## src/rtl/lrf_pkg.sv

```systemverilog
package lrf_pkg;
  localparam int NumRegs = 19;
  localparam int RegW    = 12;
  localparam int BusW    = 8;
  localparam int AddrW   = 6;
  localparam int HiW     = RegW - BusW;
  localparam int LastReg = NumRegs - 1;
  localparam int FlatW   = NumRegs * RegW;

  localparam logic [4:0] RestartCode = 5'd22;
  localparam logic [4:0] ClearCode   = 5'd23;

  typedef enum logic [1:0] {VEC_NONE, VEC_RESTART, VEC_CLEAR} vecKind_e;

  typedef struct packed {
    logic             wrLo;
    logic             wrHi;
    logic             zeroAll;
    logic [AddrW-1:0] addr;
    logic [BusW-1:0]  data;
  } wrStrobe_t;

  // command decode ignores the top address bit, so each code has two aliases
  function automatic vecKind_e decodeVec(input logic [4:0] low5);
    if (low5 == RestartCode) return VEC_RESTART;
    if (low5 == ClearCode)   return VEC_CLEAR;
    return VEC_NONE;
  endfunction
endpackage

```

## src/rtl/lrf_ctrl.sv

```systemverilog
module lrf_ctrl
  import lrf_pkg::*;
#(
  parameter int SyncStages = 2
) (
  input  logic                clk,
  input  logic                clearIn,
  input  logic                loadStrobe,
  input  logic                addrDataSel,
  input  logic                byteSel,
  input  logic [BusW-1:0]     dataBus,
  output wrStrobe_t           strobe,
  output logic                restartPulse,
  output logic                clearPulse,
  output logic                freezeOut
);
  logic [SyncStages-1:0] syncQ;
  logic                  prevQ;
  logic                  fallEdge, riseEdge;
  logic                  adLat, byteLat, autoMode, hiNext, hiPick;
  logic [AddrW-1:0]      addrReg, nextAddr;
  vecKind_e              vecState, newKind;

  always_comb begin
    fallEdge = prevQ & ~syncQ[SyncStages-1];
    riseEdge = ~prevQ & syncQ[SyncStages-1];
    newKind  = decodeVec(dataBus[4:0]);
    hiPick   = autoMode ? hiNext : byteLat;
    nextAddr = (addrReg == AddrW'(LastReg)) ? '0 : addrReg + 1'b1;
  end

  always_ff @(posedge clk or posedge clearIn) begin
    if (clearIn) begin
      syncQ        <= '1;
      prevQ        <= 1'b1;
      adLat        <= 1'b0;
      byteLat      <= 1'b0;
      autoMode     <= 1'b0;
      hiNext       <= 1'b0;
      addrReg      <= '0;
      vecState     <= VEC_NONE;
      strobe       <= '0;
      restartPulse <= 1'b0;
      clearPulse   <= 1'b0;
    end else begin
      syncQ          <= {syncQ[SyncStages-2:0], loadStrobe};
      prevQ          <= syncQ[SyncStages-1];
      strobe.wrLo    <= 1'b0;
      strobe.wrHi    <= 1'b0;
      strobe.zeroAll <= 1'b0;
      restartPulse   <= 1'b0;
      clearPulse     <= 1'b0;
      if (fallEdge) begin
        adLat   <= addrDataSel;
        byteLat <= byteSel;
        if (!addrDataSel) autoMode <= byteSel;
      end
      if (riseEdge) begin
        if (!adLat) begin
          addrReg  <= dataBus[AddrW-1:0];
          hiNext   <= 1'b0;
          vecState <= newKind;
          if (newKind != VEC_NONE && newKind != vecState) begin
            if (newKind == VEC_RESTART) begin
              restartPulse <= 1'b1;
            end else begin
              clearPulse     <= 1'b1;
              strobe.zeroAll <= 1'b1;
            end
          end
        end else begin
          strobe.addr <= addrReg;
          strobe.data <= dataBus;
          if (hiPick) strobe.wrHi <= 1'b1;
          else        strobe.wrLo <= 1'b1;
          if (autoMode) begin
            if (hiPick) begin
              addrReg <= nextAddr;
              hiNext  <= 1'b0;
            end else begin
              hiNext  <= 1'b1;
            end
          end
        end
      end
    end
  end

  assign freezeOut = (vecState != VEC_NONE);
endmodule

```

## src/rtl/lrf_datapath.sv

```systemverilog
module lrf_datapath
  import lrf_pkg::*;
#(
  parameter logic [RegW-1:0] StatusDefault = '0
) (
  input  logic             clk,
  input  logic             clearIn,
  input  wrStrobe_t        strobe,
  output logic [FlatW-1:0] regFlat
);
  for (genvar gi = 0; gi < NumRegs; gi++) begin : g_reg
    localparam logic [RegW-1:0] Dflt = (gi == 0) ? StatusDefault : '0;
    logic [RegW-1:0] q;
    logic            hit;

    assign hit = (strobe.addr == AddrW'(gi));

    always_ff @(posedge clk or posedge clearIn) begin
      if (clearIn) begin
        q <= Dflt;
      end else if (strobe.zeroAll) begin
        q <= '0;
      end else if (hit) begin
        if (strobe.wrLo) q[BusW-1:0]    <= strobe.data;
        if (strobe.wrHi) q[RegW-1:BusW] <= strobe.data[HiW-1:0];
      end
    end

    assign regFlat[gi*RegW +: RegW] = q;
  end
endmodule

```

## src/rtl/byte_regfile.sv

```systemverilog
module byte_regfile
  import lrf_pkg::*;
#(
  parameter logic [11:0] StatusDefault = 12'h000,
  parameter int          SyncStages    = 2
) (
  input  logic         clk,
  input  logic         clearIn,
  input  logic         loadStrobe,
  input  logic         addrDataSel,
  input  logic         byteSel,
  input  logic [7:0]   dataBus,
  output logic [227:0] regFlat,
  output logic         restartOut,
  output logic         clearOut,
  output logic         freezeOut
);
  wrStrobe_t wrStrobe;

  lrf_ctrl #(.SyncStages(SyncStages)) u_ctrl (
    .clk          (clk),
    .clearIn      (clearIn),
    .loadStrobe   (loadStrobe),
    .addrDataSel  (addrDataSel),
    .byteSel      (byteSel),
    .dataBus      (dataBus),
    .strobe       (wrStrobe),
    .restartPulse (restartOut),
    .clearPulse   (clearOut),
    .freezeOut    (freezeOut)
  );

  lrf_datapath #(.StatusDefault(StatusDefault)) u_dp (
    .clk     (clk),
    .clearIn (clearIn),
    .strobe  (wrStrobe),
    .regFlat (regFlat)
  );
endmodule

```

## config.mk

```make
export PLATFORM = sky130hd
export DESIGN_NAME = byte_regfile
export DESIGN_NICKNAME = d
export VERILOG_FILES = /design/src/rtl/lrf_pkg.sv /design/src/rtl/lrf_ctrl.sv /design/src/rtl/lrf_datapath.sv /design/src/rtl/byte_regfile.sv
export SDC_FILE = /design/constraint.sdc
export NUM_CORES = 1
export LEC_CHECK = 0
export CAP_MARGIN = 10
export CORE_ASPECT_RATIO = 1.25
export CORE_MARGIN = 2
export CORE_UTILIZATION = 30
export CTS_BUF_LIST = sky130_fd_sc_hd__clkbuf_8
export DETAILED_ROUTE_END_ITERATION = 10
export DONT_BUFFER_PORTS = 1
export PLACE_DENSITY = 0.49
export SYNTH_ARGS = -nofsm -noshare
export SYNTH_HDL_FRONTEND = slang
export SYNTH_SLANG_ARGS = --single-unit
export TNS_END_PERCENT = 5
```

## constraint.sdc

```tcl
create_clock -name clk -period 11.4 [get_ports clk]
set_clock_uncertainty 0.05 [all_clocks]
set_input_delay 2.85 -clock clk [delete_from_list [all_inputs] [get_ports clk]]
set_output_delay 2.85 -clock clk [all_outputs]
set_load 0.05 [all_outputs]
```

==> flow_summary.yaml <==
run_status:
  status: "finished, final reports clean"
clock_network:
  cts_sinks: 261
  post_cts_buffers: 0
  root_buffer: "clkbuf_8"
  cts_resized: 0
  clock_path_buffers: 3
  clk_latency_ps: 560
  htree_levels: 2
  postCtsHoldBufs: 0
  cts_tree: "built"
  path_clk_slew_ps: 60
  numCtsBuffers: 44
critical_path:
  cp_max_fo: 128
  critPathKind: "primary input to asynchronous set/reset pin"
  crit_cells: 3
  startpoint_type: "primary input"
  cpPeakStageDelay_ps: 890
  r2r_cells: 4
  reg2reg_setup_slack_ps: 8840
  endpoint_kind: "asynchronous set/reset pin"
  crit_arrival_ps: 5040
  reg2reg_to: "u_dp.g_reg[12].q[1]$_DFFE_PP0P_"
  critical_path.most_common_cell: "buf_4"
  rr_startpoint: "u_ctrl.strobe[13]$_DFFE_PP0P_"
  cp.required_ps: 11880
  crit_start: "clearIn"
  crit_family: "buffers and inverters"
  critPathSlowestCell: "buf_4"
  crit_chain: "inv_8, buf_4, buf_4"
  critPathBufInv: 3
floorplan:
  placementRows: 79
  io_pins: 244
  die_w_um: 177
  initial_utilization: 0.302
  fp.dieH_um: 220
  die_area_mm2: 0.0389
  coreArea_mm2: 0.0371
sta:
  tightest_slew_ps: 1150
  period_share: 0.400
  setup_viol_count_final: 0
  max_slew_margin: 0.235
  rsz0062_at_grt: "false"
  final.setup.tns_ps: 0
  fmax_mhz: 219
  hold_viol_final: 0
  fin_crit_ps: 4560
  fin_ws_ps: 6840
  drv_slew: 0
routing:
  routedWlPerCell_um: 22.1
  vias: 7299
  drt_iter0_drc: 471
  drc: 0
  drt_wl_total_mm: 33.1
  postRouteAntennaNets: 0
  dr.pass1.iters: 4
  vias_per_cell: 4.87
global_routing:
  grt_pass1_wl_mm: 50.0
  grt_pass1_vias: 7574
  grtUsageTotal: 0.170
  antenna_found_initial: 0
  overflow: 0
  grt_max_degree: 129
power_and_ir_drop:
  powerDensity_mw_per_mm2: 194
  p_leak_nw: 5.90
  ir_drop_uv: 120
yosys:
  synth-main-ff-cell: "dfrtp_1"
  synth_top_cell_by_area: "dfrtp_1"
  syn_area_mm2: 0.0112
  netlist.area_leader.share: 0.577
  yosysSeqAreaShare: 0.584
  synthArstFlopShare: 1.00
  avgSynthCellArea_um2: 11.2
  synth_edf_count: 0
  synth-warning-count: 0
  synth_seq_cells: 261
  synthCells: 999
  synth_cell_types: 46
  syn_nets: 1014
  synth.area.top_cells: "dfrtp_1, mux2i_1, nor2_1, a21oi_1, nand2_1"
min_path:
  min_from: "u_ctrl.syncQ[0]$_DFF_PP1_"
  min_delay_worst_endpoint: "u_ctrl.syncQ[1]$_DFF_PP1_"
  hold_class: "flip-flop to flip-flop"
  hold_depth: 0
placement:
  gp_congestion: 0.728
  dp_hpwl_mm: 20.5
  post-place-ws_ps: 6000
  port_buffers: 0
layout:
  drive_above_1_share: 0.128
  fin_nets: 998
  fillers: 3760
  area_delta_synth_final_pct: 11.2
  diodes: 0
job:
  maxCapViolations: 0
worst reg2reg max path, delay by kind of cell (launching register included):
kind          cells  cell delay [ps]
mux               1              280
simple gates      3             1580
flops             1              500
cells in the final DEF (no fill, tap or decap), types with 23 or more instances in the layout:
cell type and count:
a21oi_1 74, clkbuf_8 53, dfrtp_1 253, inv_1 23, mux2i_1 161, nand2_1 85, nand3_1 56, nor2_1 168
o21ai_0 31
per-stage QoR:
step                      power (mW)   util  hold WS, ps  area (µm²)  instances
after global routing            2.53  0.336          317       12400       1498
final                           2.41  0.336          312       12400       1498
after floorplan                 1.48      -          295       11200        999
after CTS                       2.46  0.336          311       12400       1498
after global placement          1.59  0.312          298       11600       1423
after detailed placement        1.60  0.312          303       11600       1423
per-layer routing:
| metal | wire length [µm] | global-route usage | vias to the layer above | part of all wire |
|---|---|---|---|---|
| met2 | 16300 | 0.284 | 231 | 0.49 |
| li1 | - | - | 3348 | - |
| met1 | 13000 | 0.204 | 3665 | 0.39 |
| met3 | 3080 | 0.0647 | 55 | 0.093 |
| met4 | 775 | 0.0518 | 0 | 0.023 |
| met5 | 0 | 0 | - | 0 |
cell families after synthesis:
logic type | after synthesis | share of synthesized area
AND/OR/NAND/NOR | 366 | 0.169
flip-flops | 261 | 0.584
multiplexers | 174 | 0.157
AO/OA/AOI/OAI | 114 | 0.0532
buffers and inverters | 82 | 0.0345
adder cells (fa/ha/maj) | 2 | 0.00223
report_power, final:
group	switching (mW)	internal, mW	total [mW]	leakage, nW
clock network	0.378	0.462	0.840	0.506
logic	0.141	0.0841	0.225	1.83
registers	0.345	1.00	1.34	3.56
flip-flops by register name (all words and copies together), names as in the netlist, 2 cells and up:
signal	cells
u_ctrl.strobe	16
u_ctrl.syncQ	2
u_ctrl.vecState	2
u_ctrl.addrReg	6
u_dp.g.q	228
synth_stat cells, types with 4 or more instances:
cell type and n:
buf_6 6, nand2_1 85, mux2_2 13, buf_2 21, inv_1 6, nor2_4 7, nand3_1 56, a21oi_1 74
nor2_2 4, clkbuf_1 46, nor2b_1 6, nand2b_1 4, mux2i_1 161, o21ai_0 31, nor2_8 13, nor2_1 168
dfrtp_1 258
final cells by class:
type,instances,area [µm²],share of cell area
Sequential cell,261,6540,0.526
Tap cell,486,608,0.0488
Clock buffer,53,729,0.0586
Timing Repair Buffer,13,97.6,0.00784
Multi-Input combinational cell,656,4290,0.345
Inverter,7,33.8,0.00271
Clock inverter,22,143,0.0115
worst max-delay path by stage:
stage	end	slack [ps]
after global placement	u_dp.g_reg[2].q[1]$_DFFE_PP0P_	6020
after global routing	u_dp.g_reg[14].q[5]$_DFFE_PP0P_	6360
after floorplan	u_ctrl.adLat$_DFFE_PP0P_	1320
final	u_dp.g_reg[7].q[11]$_DFFE_PP0P_	6840
after detailed placement	u_dp.g_reg[2].q[1]$_DFFE_PP0P_	6000
after CTS	u_dp.g_reg[2].q[5]$_DFFE_PP0P_	6630
No activity file was read; power rests on OpenSTA's default activity.
